<file path="config.mk">
export PLATFORM = sky130hd
export DESIGN_NAME = bfu_unit
export DESIGN_NICKNAME = d
export VERILOG_FILES = /design/src/rtl/bfu_pkg.sv /design/src/rtl/bfu_mask_gen.sv /design/src/rtl/bfu_field_alu.sv /design/src/rtl/bfu_unit.sv
export SDC_FILE = /design/constraint.sdc
export NUM_CORES = 1
export LEC_CHECK = 0
export CORE_ASPECT_RATIO = 1.2
export CORE_MARGIN = 2
export CORE_UTILIZATION = 59
export CTS_BUF_LIST = sky130_fd_sc_hd__clkbuf_4 sky130_fd_sc_hd__clkbuf_8 sky130_fd_sc_hd__clkbuf_16
export CTS_CLUSTER_DIAMETER = 40
export CTS_CLUSTER_SIZE = 25
export DETAILED_ROUTE_END_ITERATION = 6
export GPL_TIMING_DRIVEN = 0
export PLACE_DENSITY = 0.89
export RECOVER_POWER = 100
export SETUP_SLACK_MARGIN = 0.2
export SLEW_MARGIN = 20
export SYNTH_ARGS = -nofsm -noshare
export SYNTH_HDL_FRONTEND = slang
export SYNTH_SLANG_ARGS = --single-unit
</file>
<file path="constraint.sdc">
create_clock -name clk -period 9 [get_ports clk]
set_input_delay 1.8 -clock clk [delete_from_list [all_inputs] [get_ports clk]]
set_output_delay 1.8 -clock clk [all_outputs]
set_load 0.02 [all_outputs]
</file>
<file path="src/rtl/bfu_pkg.sv">
package bfu_pkg;
  localparam logic [2:0] OP_EXTRACT = 3'd0;
  localparam logic [2:0] OP_INSERT  = 3'd1;
  localparam logic [2:0] OP_CLEAR   = 3'd2;
  localparam logic [2:0] OP_SET     = 3'd3;
  localparam logic [2:0] OP_TOGGLE  = 3'd4;
endpackage

</file>
<file path="src/rtl/bfu_mask_gen.sv">
module bfu_mask_gen #(
  parameter int DATA_W = 16,
  parameter int CODE_W = $clog2(DATA_W)
) (
  input  logic [CODE_W-1:0] width_code,
  input  logic [CODE_W-1:0] offset,
  output logic [DATA_W-1:0] low_mask,
  output logic [DATA_W-1:0] field_mask
);
  // Bit i of the low mask is set when i is below the field length (code + 1).
  for (genvar i = 0; i < DATA_W; i++) begin : g_low
    assign low_mask[i] = (width_code >= CODE_W'(i));
  end

  // Shifting left drops any field bits that would land past the top bit.
  assign field_mask = low_mask << offset;
endmodule

</file>
<file path="src/rtl/bfu_field_alu.sv">
module bfu_field_alu
  import bfu_pkg::*;
#(
  parameter int DATA_W = 16,
  parameter int CODE_W = $clog2(DATA_W)
) (
  input  logic [2:0]        op,
  input  logic [DATA_W-1:0] src,
  input  logic [DATA_W-1:0] dst,
  input  logic [CODE_W-1:0] offset,
  input  logic [DATA_W-1:0] low_mask,
  input  logic [DATA_W-1:0] field_mask,
  output logic [DATA_W-1:0] res
);
  always_comb begin
    case (op)
      OP_EXTRACT: res = (src >> offset) & low_mask;
      OP_INSERT:  res = (dst & ~field_mask) | ((src << offset) & field_mask);
      OP_CLEAR:   res = dst & ~field_mask;
      OP_SET:     res = dst | field_mask;
      OP_TOGGLE:  res = dst ^ field_mask;
      default:    res = dst;
    endcase
  end

  always_comb begin
    if (op == OP_EXTRACT) begin
      a_r3_zero_fill: assert ((res & ~low_mask) == '0);
    end
    if (op >= OP_INSERT && op <= OP_TOGGLE) begin
      // bits outside the field follow the destination
      a_r5_outside_kept: assert ((res & ~field_mask) == (dst & ~field_mask));
    end
  end
endmodule

</file>
<file path="src/rtl/bfu_unit.sv">
module bfu_unit #(
  parameter int DATA_W = 16
) (
  input  logic              clk,
  input  logic              rst,
  input  logic              start,
  input  logic [2:0]        op,
  input  logic [DATA_W-1:0] src,
  input  logic [DATA_W-1:0] dst,
  input  logic [DATA_W-1:0] desc,
  output logic [DATA_W-1:0] result,
  output logic              zero,
  output logic              neg,
  output logic              done
);
  localparam int CODE_W = $clog2(DATA_W);
  localparam int DESC_USED = 2 * CODE_W;

  logic [CODE_W-1:0] width_code;
  logic [CODE_W-1:0] offset;
  logic [DATA_W-1:0] low_mask;
  logic [DATA_W-1:0] field_mask;
  logic [DATA_W-1:0] alu_res;
  logic              unused_desc_hi;

  assign width_code     = desc[DESC_USED-1:CODE_W];
  assign offset         = desc[CODE_W-1:0];
  assign unused_desc_hi = ^desc[DATA_W-1:DESC_USED];

  bfu_mask_gen #(.DATA_W(DATA_W), .CODE_W(CODE_W)) u_mask (
    .width_code (width_code),
    .offset     (offset),
    .low_mask   (low_mask),
    .field_mask (field_mask)
  );

  bfu_field_alu #(.DATA_W(DATA_W), .CODE_W(CODE_W)) u_alu (
    .op         (op),
    .src        (src),
    .dst        (dst),
    .offset     (offset),
    .low_mask   (low_mask),
    .field_mask (field_mask),
    .res        (alu_res)
  );

  always_ff @(posedge clk) begin
    if (rst) begin
      result <= '0;
      zero   <= 1'b0;
      neg    <= 1'b0;
      done   <= 1'b0;
    end else begin
      done <= start;
      if (start) begin
        result <= alu_res;
        zero   <= (alu_res == '0);
        neg    <= alu_res[DATA_W-1];
      end
    end
  end

  a_r8_done_after_start: assert property (@(posedge clk) disable iff (rst)
    start |=> done);
  a_r8_done_single: assert property (@(posedge clk) disable iff (rst)
    !start |=> !done);
  a_r8_result_hold: assert property (@(posedge clk) disable iff (rst)
    !start |=> $stable(result));
  a_r9_zero_flag: assert property (@(posedge clk) disable iff (rst)
    done |-> (zero == (result == '0)));
  a_r9_neg_flag: assert property (@(posedge clk) disable iff (rst)
    done |-> (neg == result[DATA_W-1]));
  a_r10_reset_clear: assert property (@(posedge clk)
    rst |=> (result == '0 && !zero && !neg && !done));
endmodule

</file>
; ---- After elaboration in Yosys (flattened, before gate mapping)
; Index checks and enable logic that the tools add are counted.
[totals]
reg_bits = 19
latch_bits = 0
mem_bits_rw = 0
mem_bits_ro = 0
inputBits = 54
output_inout_bits = 19
elab_cells = 37
mem_count = 0
[op_classes]
addsub = 0
n_mul = 0
div = 0
magnitude_cmp = 16
eq_ne = 4
shift = 3
mux = 1
bitwise_logic = 7
reduce_logical = 2
[ops]
columns = cell, count
row1 = $pmux W16 S5, 1
row2 = $and A16 B16 Y16, 3
row3 = $ge A4 B4 Y1 const B, 8
row4 = $or A16 B16 Y16, 2
row5 = $shl A16 B4 Y16, 2
row6 = $ge A4 B3 Y1 const B, 4
row7 = $logic_not A16 Y1, 1
row8 = $not A16 Y16, 1
row9 = $shr A16 B4 Y16, 1
row10 = $xor A16 B16 Y16, 1
row11 = $ge A4 B1 Y1 const B, 2
row12 = $ge A4 B2 Y1 const B, 2
row13 = $eq A3 B2 Y1 const B, 2
row14 = $eq A3 B1 Y1 const B, 1
row15 = $eq A3 B3 Y1 const B, 1
row16 = $logic_not A3 Y1, 1

; ---- Longest topological paths before layout
[logic_depth]
word_depth = 7
depth_mapped = 15
ltp_nobuf = 13

; ---- By module
; A second synthesis with hierarchy kept.
[unflattened]
hier_cells = 562
area_unflattened_um2 = 4284.1
[by_module_without_submodules]
columns = mod, instances, cells_each, area_per_inst_um2, seq_area_each_um2
row1 = bfu_field_alu, 1, 396, 3020.4, 0.0
row2 = bfu_unit, 1, 64, 694.4, 360.3
row3 = bfu_mask_gen, 1, 102, 569.3, 0.0

; ---- Least setup slack after synthesis
; Ideal clock, no wire load.
[synth_path]
path_kind = in2reg
start = input port desc[2]
end = register zero
arrival_ns = 4.439
required_time_ns = 8.941
slack_ns = 4.502
cell_stages = 15
path_cell_list = buf_2 > buf_2 > clkbuf_1 > a211oi_1 > a211oi_1 > inv_1 > ha_1 > o22a_1 > o22ai_1 > o211ai_1 > o21ai_0 > o2bb2ai_1 > o2111ai_1 > nor4_1 > a31o_1
[synth_via]
elab_chain_cells = 6
[synth_rtl]
columns = element, line_no
row1 = start: declaration, bfu_unit.sv:10  ; input logic [DATA_W-1:0] desc,
row2 = $shl A16 B4 Y16, bfu_mask_gen.sv:16  ; assign field_mask = low_mask << offset;
row3 = $not A16 Y16, "bfu_field_alu.sv:18, bfu_field_alu.sv:19"
row4 = $and A16 B16 Y16, "bfu_field_alu.sv:18, bfu_field_alu.sv:19"
row5 = $or A16 B16 Y16, bfu_field_alu.sv:18  ; OP_INSERT: res = (dst & ~field_mask) | ((src << offset) & field_mask);
row6 = $pmux W16 S5 *, bfu_field_alu.sv:16  ; case (op)
row7 = $logic_not A16 Y1 *, bfu_unit.sv:57  ; zero <= (alu_res == '0);
row8 = end signal: assignment, bfu_unit.sv:57
row9 = end: declaration, bfu_unit.sv:12  ; output logic zero,
; Every way passes the cells marked *; elsewhere a longest branch is shown, timed or not.
; A chain may end at the register's enable or synchronous reset.

; ---- Final worst setup path
; Same ends and word-level chain as after synthesis.

==> impl_summary.txt <==
----------------------------------------------------
[Status]
  Status ... completed

[Synthesis]
  Number of synthesized register bits ... 18
  Synth area leader ... mux4_2
  Cells after synthesis ... between 500 and 600
  Proportion of register bits with asynchronous set or reset after synthesis ... 0%
  Dominant synthesized flop cell ... dfxtp_1
  Register area share after synthesis ... 9.07%
  Yosys top cell area share ... 10.2%
  Yosys warning count ... 0
  Number of distinct standard cells referenced by the synthesized netlist ... 81
  Net count of the mapped netlist ... 595
  Mapped cell area ... 3980 um^2
  Mean area per synthesized cell ... 7.57 um^2
  Leading cell types by total area after synthesis ... mux4_2 10%, dfxtp_1 9.1%, mux2i_1 6.8%
  EDFF count, synth ... 0

[Setup path]
  Delay of the slowest cell on the worst path ... between 0.5 and 0.6 ns
  Most common cell type on the critical path ... clkbuf_1
  Critical Path Sink Type ... flip-flop
  Highest net fanout along the worst path ... 10
  Cell-by-cell trace of the critical path ... clkdlybuf4s50_1 -> clkbuf_1 -> clkbuf_1 -> clkbuf_1 -> a211oi_1 -> a211oi_1 -> inv_1 -> ha_1 -> o22a_1 -> o22ai_1 -> o211ai_1 -> o21ai_0 -> o2bb2ai_1 -> o2111ai_1 -> nor4_1 -> a31o_1
  R2R cell count ... 3
  Critical path's slowest cell ... clkbuf_1
  Worst setup path category ... input pin to flip-flop
  Data required, critical path ... 9.21 ns
  Nature of the critical path startpoint ... input pin
  CP Data Arrival Time ... ~6.6 ns

[Routing]
  DRT iter0 DRCs ... between 600 and 700
  Routed via count ... roughly 5,000
  Number of iterations in the first detailed-routing pass ... 6
  Total routed wirelength ... 16,400 um
  Wire per inst ... around 24 um
  DRC violation count after routing ... 0
  Number of routed nets with antenna violations ... 0
  Ratio of routed vias to standard cells ... around 7.6

[Floorplan]
  Area inside the core boundary ... 6490 um^2
  Effective utilization at floorplan ... 61.3%
  DIE WIDTH ... 78.9 um
  Total Die Area ... between 7000 and 8000 um^2
  Site Rows ... 32
  Count of pins on the block boundary ... 73
  Y dimension of the die ... 93.9 um

[Final layout]
  Share of layout cells above drive strength 1 ... 12.9%
  Final std cells w/o fill ... just under 700
  Post-layout nets ... 660
  Inserted Diodes ... 0
  Synthesis-to-finish area growth ... 18.9%

[CTS]
  Skew-Pair Late Insertion Delay ... 0.26 ns
  Clock-pin slew on the worst setup and hold paths ... around 0.07 ns
  Sink count of the clock tree ... 18
  Deepest level of the CTS H-tree ... 1
  Number of buffers created by CTS ... 3
  Number of buffers inserted by post-CTS setup repair ... 0
  Clock tree root driver cell ... clkbuf_8
  Resized cells post-CTS ... 0
  Clock tree from TritonCTS ... built
  Deepest clock path buffer count ... 2
  Number of buffers inserted by hold repair at cts ... 0

[STA]
  Count of final max-slew check failures ... 0
  RSZ-0062 raised after global routing ... no
  Setup-failing EPs final ... 0
  Worst rel slew slack ... between 40% and 50%
  Period utilization ... a little under three quarters
  Fmax ... between 0.15 and 0.2 GHz
  Hold Vio Cnt, Final ... 0
  Transition time at the pin with the least slew margin ... 0.869 ns
  Total negative setup slack ... 0 ns
  Minimum period implied by the final worst setup slack ... 6.38 ns
  Clock Skews ... 0 ns

[Global route]
  Number of global-route vias before repair ... between 4,000 and 5,000
  Global route overflow ... 0
  Pin count of the biggest net entering global routing ... 11
  Global-route wire length before repair ... around 26,000 um
  Number of antenna violations at the first check in global routing ... 0
  Global-route usage over all layers ... approximately 44%

[Job]
  Max cap viols ... 0

[Placed design]
  HPWL reported at the end of detailed placement ... around 13,000 um
  Cell count after placement ... 670
  GP Congestion ... 1.10
  I/O Buffers ... 60

[Min path]
  Number of cells traversed by the worst hold path ... 2
  Classification of the worst-slack hold path ... flip-flop to flip-flop

[Power and ir drop]
  Cell leakage power ... 1.79 nW
  Total chip power ... approximately 0.42 mW
  Worst-case vdd ir drop ... 97.2 uV
  Areal power density over the cells ... roughly 90 nW/um^2

----------------------------------------------------
[worst max-delay path: cells and delay by family]
kind | cells | cell delay [ns]
buf+inv | 5 | 2.08
compound gates | 9 | 1.95
simple gates | 1 | 0.46
fa+ha+maj | 1 | 0.29
[power breakdown]
part | switching (mW) | internal [mW] | total (mW)
sequential | 0.00279 | 0.0856 | 0.0884
combinational | 0.156 | 0.104 | 0.260
clock | 0.0284 | 0.0389 | 0.0674
[Yosys cell counts, types with 5 or more instances]
cell       n
mux2_2    11
dfxtp_1   18
ha_1      16
o21ai_0   16
a211oi_1  14
inv_1     20
a21oi_1   43
nor2b_1    5
nor4_1     5
a31oi_1   11
mux2i_1   27
mux4_2    18
a22oi_1    5
a22o_1     6
nor2_1    44
o21a_1     5
nand2_1   33
nor3_1    17
buf_1     10
or2_2      7
nand4_1    5
buf_2     17
o22ai_1   14
o211ai_1  12
nand3_1   13
nand2b_1   5
clkbuf_1  16
o31ai_1    6
a31o_2     7
[per-layer routing]
layer	routed length [um]	track usage (%)	vias up	share of wire, %
met4	1410	34.8	0	8.6
li1	-	-	2191	-
met2	7380	72.6	453	45
met3	1620	6.35	128	9.8
met1	6000	51.6	2373	37
met5	0	0	-	0
[flip-flops by register name, indices dropped and copies added (netlist names)]
name	cells
done	1
zero	1
result	16
[path summary, 6_finish.rpt]
kind / to / startpoint / slack, ns
setup reg to reg: result[8] / result[8] / 8.25
hold / removal: result[4] / result[4] / 0.47
setup / recovery: zero / desc[2] / 2.62
hold reg to reg: result[4] / result[4] / 0.47
[layout by cell type (no fill, tap or decap), drive strengths merged, types with 5 or more instances in the layout]
cell type      netlist  final
buf                 34     28
o21a                 5      5
clkdlybuf4s50        0     38
nand4                5      5
a31oi               12     12
nor4                 6      6
nand2               33     33
o31ai                7      7
clkbuf              16     26
nand2b               5      5
nor3                18     18
a31o                 9      9
a22o                 6      6
a22oi                5      5
a211oi              14     14
inv                 21     21
dfxtp               18     18
or2                  8      8
nor2b                5      5
nand3               13     13
ha                  16     16
o21ai               18     18
o22ai               14     14
mux2                12     12
mux4                18     18
mux2i               27     27
dlygate4sd3          0     22
a21oi               43     43
nor2                44     44
o211ai              12     12
[cells by family (layout without fill, tap and decap cells)]
logic type | after synthesis | in the layout | share of synthesized area [%]
flip-flops | 18 | 18 | 9.07
XOR/XNOR | 3 | 3 | 0.661
multiplexers | 57 | 57 | 20.5
AND/OR/NAND/NOR | 158 | 158 | 19.9
adder cells (fa/ha/maj) | 18 | 18 | 5.54
AO/OA/AOI/OAI | 198 | 198 | 36.0
buffers and inverters | 73 | 137 | 8.37
[cell type report]
class / count / area (um^2)
Multi-Input combinational cell: 434 / 3280
Fill cell: 528 / 1760
Timing Repair Buffer: 60 / 601
Sequential cell: 18 / 360
Buffer: 50 / 234
Tap cell: 85 / 106
Inverter: 23 / 86.3
Clock buffer: 4 / 55.1
[metrics by stage]
stage	setup slack, ns	util [%]	hold WS, ns	area (um^2)
global route	2.41	72.8	0.493	4720
finish	2.62	72.8	0.474	4720
global placement	3.04	72.2	0.454	4680
detailed placement	2.95	72.2	0.471	4680
CTS	3.22	73.0	0.479	4740
floorplan	4.50	-	0.545	3980
(Power assumes the default switching activity.)
